**src/rtl/ipt_pkg.sv**
```systemverilog
package ipt_pkg;
  // Entry protection codes
  typedef enum logic [1:0] {
    PROT_USER_RW = 2'b00,
    PROT_USER_RO = 2'b01,
    PROT_SUPV_A  = 2'b10,
    PROT_SUPV_B  = 2'b11
  } prot_e;

  localparam int DEF_ADDR_W    = 26;
  localparam int DEF_PAGE_W    = 15;
  localparam int DEF_NUM_PAGES = 128;
endpackage

```
**src/rtl/ipt_entry.sv**
```systemverilog
// One table entry: owns a physical page and claims a matching logical page.
module ipt_entry
  import ipt_pkg::*;
#(
  parameter int LPN_W = 10
) (
  input  logic             clk,
  input  logic             rst,
  input  logic             wr_en,
  input  logic             wr_valid,
  input  logic [LPN_W-1:0] wr_lpn,
  input  prot_e            wr_prot,
  input  logic [LPN_W-1:0] lk_lpn,
  output logic             match,
  output prot_e            prot
);
  logic             valid_q;
  logic [LPN_W-1:0] lpn_q;
  prot_e            prot_q;

  always_ff @(posedge clk) begin
    if (rst)        valid_q <= 1'b0;
    else if (wr_en) valid_q <= wr_valid;
  end

  // Payload fields need no reset: the valid flag guards them.
  always_ff @(posedge clk) begin
    if (wr_en) begin
      lpn_q  <= wr_lpn;
      prot_q <= wr_prot;
    end
  end

  assign match = valid_q && (lpn_q == lk_lpn);
  assign prot  = prot_q;
endmodule

```
**src/rtl/ipt_prio.sv**
```systemverilog
// Lowest-index-wins selector over the entry match lines.
module ipt_prio #(
  parameter int N     = 128,
  parameter int IDX_W = 7
) (
  input  logic [N-1:0]     req,
  output logic             any,
  output logic [IDX_W-1:0] idx
);
  always_comb begin
    idx = '0;
    for (int i = N - 1; i >= 0; i--) begin
      if (req[i]) idx = IDX_W'(i);
    end
  end

  assign any = |req;
endmodule

```
**src/rtl/ipt_perm.sv**
```systemverilog
// Privilege check on the claiming entry's protection code.
module ipt_perm
  import ipt_pkg::*;
(
  input  logic  supv,
  input  logic  write,
  input  prot_e prot,
  output logic  deny
);
  always_comb begin
    if (supv) begin
      deny = 1'b0;
    end else begin
      unique case (prot)
        PROT_USER_RW:  deny = 1'b0;
        PROT_USER_RO:  deny = write;
        default:       deny = 1'b1;
      endcase
    end
  end
endmodule

```
**src/rtl/ipt_translator.sv**
```systemverilog
module ipt_translator
  import ipt_pkg::*;
#(
  parameter int ADDR_W    = DEF_ADDR_W,
  parameter int PAGE_W    = DEF_PAGE_W,
  parameter int NUM_PAGES = DEF_NUM_PAGES,
  localparam int IDX_W    = $clog2(NUM_PAGES),
  localparam int PA_W     = IDX_W + PAGE_W
) (
  input  logic              clk,
  input  logic              rst,
  input  logic              i_req_valid,
  input  logic [ADDR_W-1:0] i_req_addr,
  input  logic              i_req_write,
  input  logic              i_req_supv,
  output logic              o_abort,
  output logic              o_hit,
  output logic [PA_W-1:0]   o_paddr
);
  localparam int LPN_W       = ADDR_W - 1 - PAGE_W;
  localparam int PRG_PROT_LO = IDX_W;
  localparam int PRG_LPN_LO  = IDX_W + 2;
  localparam int PRG_VLD_BIT = PRG_LPN_LO + LPN_W;

  // Captured request
  logic              r_valid;
  logic [ADDR_W-1:0] r_addr;
  logic              r_write;
  logic              r_supv;

  always_ff @(posedge clk) begin
    if (rst) r_valid <= 1'b0;
    else     r_valid <= i_req_valid;
  end

  always_ff @(posedge clk) begin
    r_addr  <= i_req_addr;
    r_write <= i_req_write;
    r_supv  <= i_req_supv;
  end

  logic upper_half;
  logic prog_hit;
  logic [LPN_W-1:0] lk_lpn;

  assign upper_half = r_addr[ADDR_W-1];
  assign prog_hit   = r_valid && r_write && r_supv && (r_addr[ADDR_W-1 -: 3] == 3'b111);
  assign lk_lpn     = r_addr[ADDR_W-2 -: LPN_W];

  // Entry array
  logic [NUM_PAGES-1:0] ent_match;
  prot_e                ent_prot [NUM_PAGES];

  for (genvar g = 0; g < NUM_PAGES; g++) begin : g_ent
    ipt_entry #(.LPN_W(LPN_W)) u_ent (
      .clk      (clk),
      .rst      (rst),
      .wr_en    (prog_hit && (r_addr[IDX_W-1:0] == IDX_W'(g))),
      .wr_valid (r_addr[PRG_VLD_BIT]),
      .wr_lpn   (r_addr[PRG_LPN_LO +: LPN_W]),
      .wr_prot  (prot_e'(r_addr[PRG_PROT_LO +: 2])),
      .lk_lpn   (lk_lpn),
      .match    (ent_match[g]),
      .prot     (ent_prot[g])
    );
  end

  logic             any_match;
  logic [IDX_W-1:0] win_idx;

  ipt_prio #(.N(NUM_PAGES), .IDX_W(IDX_W)) u_prio (
    .req (ent_match),
    .any (any_match),
    .idx (win_idx)
  );

  logic perm_deny;

  ipt_perm u_perm (
    .supv  (r_supv),
    .write (r_write),
    .prot  (ent_prot[win_idx]),
    .deny  (perm_deny)
  );

  always_comb begin
    o_abort = 1'b0;
    o_hit   = 1'b0;
    o_paddr = '0;
    if (r_valid) begin
      if (upper_half) begin
        o_abort = !r_supv;
      end else if (!any_match || perm_deny) begin
        o_abort = 1'b1;
      end else begin
        o_hit   = 1'b1;
        o_paddr = {win_idx, r_addr[PAGE_W-1:0]};
      end
    end
  end
endmodule

```
**config.mk**
```make
export PLATFORM = sky130hd
export DESIGN_NAME = ipt_translator
export DESIGN_NICKNAME = d
export VERILOG_FILES = /design/src/rtl/ipt_pkg.sv /design/src/rtl/ipt_entry.sv /design/src/rtl/ipt_prio.sv /design/src/rtl/ipt_perm.sv /design/src/rtl/ipt_translator.sv
export SDC_FILE = /design/constraint.sdc
export NUM_CORES = 2
export LEC_CHECK = 0
export ABC_AREA = 1
export BUFFER_PORTS_ARGS = -buffer_cell sky130_fd_sc_hd__buf_4
export CAP_MARGIN = 20
export CORE_ASPECT_RATIO = 0.9
export CORE_UTILIZATION = 40
export DETAILED_ROUTE_END_ITERATION = 10
export PLACE_DENSITY = 0.57
export SLEW_MARGIN = 0
export SYNTH_ARGS = -nofsm -noshare
export SYNTH_HDL_FRONTEND = slang
export SYNTH_SLANG_ARGS = --single-unit
```
**constraint.sdc**
```tcl
create_clock -name clk -period 21.2 [get_ports clk]
set_clock_uncertainty 0.05 [all_clocks]
set_input_delay 4.24 -clock clk [delete_from_list [all_inputs] [get_ports clk]]
set_output_delay 4.24 -clock clk [all_outputs]
set_load 0.02 [all_outputs]
```
==> reports/results.tsv <==
metric	value	unit
DP Cell Count	8814	
die height	410.1	um
initial DRC count	5730	
worst ir drop on vdd	68.02	uV
startpoint type of the worst setup path	flip-flop	
HP Class	reg2reg	
minimum clock period	18740	ps
worst hold slack	424.8	ps
Critical Path RT	16910	ps
largest net degree at the start of global routing	111	
synthesized area	74040	sq um
cts hold-fix bufs	0	
CTS sink count	1693	
post-synth cell types	58	
crit-path max FO	74	
sequential fraction of the synthesis area	66.54	%
CP endpoint kind	primary output	
fin cells	9156	
I/O Buffers	54	
Seq pwr share	51.7	%
period utilisation layout	88.42	%
Longest Clk Path Bufs	3	
Main synth FF type	edfxtp_1	
Critical Path Max Stage Delay	920	ps
P_leak	29.92	nW
Ys Warns	0	
Via density	5.571	
Initial Util	40.32	%
total CTS buffers	174	
Final Max Tran Viols	0	
grt total ovfl	0	
setup_tns	0	ps
# IOs	55	
ys async rst share	0	%
Slew headroom	17.60	%
Area growth syn-to-layout	13.08	%
NumNets Final	6620	
FF+latch area	49330	sq um
fraction of layout cells with a size suffix above 1	10.58	%
DIE WIDTH	455.5	um
Sw Ratio	22.96	%
fill count	16480	
WS Path Type	reg2out	
Final HPWL DP	136.1	mm
GP Congestion	0.8783	
Synth top area share	62.30	%
drt drc	0	
Multi-input gate area	21600	sq um
status	complete, no violations	
CTS tree	yes	
post-cts resize count	0	
number of setup buffers added after CTS	0	
leading area contributor after synthesis	edfxtp_1	
cell mode on critical path	nand2_1	
Worst-Margin Slew	1234	ps
RSZ-0062 raised after global routing	no	
antenna viol nets, final	0	
row count	149	
max_cap viols	0	
first-pass GRT wire length	335.8	mm
root buffer cell	clkbuf_16	
Synth Net Count	6500	
Avg Cell Area, Syn	11.44	sq um
Clock Power Share	43.9	%
top post-synthesis cells by area	edfxtp_1 62%, nand2_1 5.5%, xor2_1 4.5%, dfxtp_1 4.2%, nor2_1 3.2%	
vias in the first global route	48720	
routed len/inst	25.26	um
clk_lat worst skew	820	ps
Clock Pin Slew Worst Setup and Hold Paths	60	ps
# setup viols final	0	
first-pass detailed-route iteration total	6	
Int Pwr	5.464	mW
core box area	183600	sq um
Max Fclk	53.35	MHz
initial antenna violation count	1	
Total Routing Usage GR	24.44	%
WP data arrival	14450	ps
number of synthesized flops with an enable pin	1536	
DRT Wirelength	231.3	mm
slowest stage cell, crit path	inv_2	
via count	51010	
Final Hold Viols	0	
PD cells	84.71	nW/um^2
switching power	1.628	mW
H-tree depth	4	
Synth Register Bits	1693	
Post-Synthesis Cells	6469	
Gate power share	4.4	%
Die Footprint	186800	sq um
==> synthesized netlist by cell type (6+ instances only) <==
| cell | count |
|---|---|
| edfxtp_1 | 1536 |
| nand2_1 | 1085 |
| nor2_1 | 623 |
| inv_1 | 495 |
| xor2_1 | 379 |
| nand3_1 | 309 |
| o21ai_0 | 240 |
| clkbuf_1 | 177 |
| a21oi_1 | 170 |
| xnor2_1 | 164 |
| dfxtp_1 | 157 |
| nand4_1 | 138 |
| nor3_1 | 131 |
| or2_2 | 115 |
| nor4_1 | 105 |
| a2111oi_0 | 76 |
| buf_1 | 73 |
| o22ai_1 | 64 |
| nand3b_1 | 54 |
| o2111ai_1 | 50 |
| buf_2 | 49 |
| o211ai_1 | 41 |
| a211oi_1 | 39 |
| a221oi_1 | 26 |
| o221ai_1 | 23 |
| nor3b_1 | 18 |
| inv_2 | 12 |
| buf_6 | 11 |
| o21a_1 | 10 |
| a31oi_1 | 9 |
| nor2_2 | 9 |
| buf_4 | 7 |
| a21boi_0 | 6 |
==> stage by stage <==
stage / power (mW) / setup slack, ps / utilization [%] / area [sq um]
CTS: 7.136 / 2561 / 45.51 / 83570
detailed placement: 4.048 / 3515 / 42.38 / 77820
finish: 7.092 / 2455 / 45.59 / 83720
floorplan: 3.898 / 6936 / - / 74040
global placement: 4.047 / 3309 / 42.32 / 77720
global route: 7.276 / 887.7 / 45.59 / 83720
==> kinds of logic (layout without fill, tap and decap cells) <==
| logic type | count (synthesis) | after routing | synth area share (%) |
|---|---|---|---|
| buffers and inverters | 825 | 1095 | 4.413 |
| XOR/XNOR | 543 | 543 | 6.424 |
| flip-flops | 1693 | 1693 | 66.54 |
| other | 0 | 1 | 0 |
| AND/OR/NAND/NOR | 2619 | 2619 | 15.79 |
| AO/OA/AOI/OAI | 789 | 789 | 6.826 |
==> metal layers <==
layer	global-route usage [%]	up-vias	share of wire, %	routed length (um)
met5	0	-	0.0056	13
met4	8.077	2	3.0	7033
met3	3.405	375	7.8	18000
met2	38.97	2231	46	106400
met1	34.31	25330	43	99820
li1	-	23070	-	-
==> final timing paths <==
kind,start,endpoint,slack [ps],depth (start not counted)
hold reg to reg,g_ent[9].u_ent.valid_q,g_ent[9].u_ent.valid_q,420,1
setup / recovery,r_addr[22],o_paddr[16],2460,137
hold / removal,g_ent[9].u_ent.valid_q,g_ent[9].u_ent.valid_q,420,1
setup reg to reg,r_write,g_ent[109].u_ent.valid_q,16900,8
==> layout by cell type (no fill, tap or decap), types with 34 or more instances in the layout <==
cell type	count
a2111oi_0	76
nand4_1	138
clkbuf_16	176
clkbuf_1	47
nand3b_1	54
edfxtp_1	1536
o2111ai_1	50
nand3_1	308
nor2_2	34
nor2_1	598
nor4_1	105
xor2_1	379
o211ai_1	41
xnor2_1	164
buf_4	249
dfxtp_1	139
nor3_1	131
or2_2	115
inv_1	493
o22ai_1	64
nand2_1	1083
a21oi_1	170
o21ai_0	240
clkinv_2	35
a211oi_1	39
==> sequential cells by signal, summed over array words and instances (netlist names) <==
signal               count
g_ent.u_ent.lpn_q     1280
r_valid                  1
g_ent.u_ent.prot       256
r_write                  1
r_addr                  26
r_supv                   1
g_ent.u_ent.valid_q    128
==> critical path: cells and delay by family, from the launching register on <==
kind	cells	cell delay, ps
AND/OR/NAND/NOR	129	9910
buffers and inverters	5	2400
AO/OA/AOI/OAI	3	630
flip-flops	1	420
==> final cells by class <==
type	instances	share of cell area [%]
Tap cell	2416	3.611
Clock buffer	237	5.701
Multi-Input combinational cell	3951	25.80
Inverter	508	2.336
Sequential cell	1693	58.93
Timing Repair Buffer	261	2.455
Clock inverter	89	1.167
Antenna cell	1	0.002989
==> power by group through the flow <==
stage	Sequential (mW)	Clock [mW]	Combinational [mW]
after floorplan	3.74	0	0.161
after global placement	3.74	0	0.310
after detailed placement	3.74	0	0.311
after CTS	3.67	3.16	0.312
after global routing	3.66	3.28	0.332
final	3.67	3.11	0.313
No activity file was read; power rests on OpenSTA's default activity.
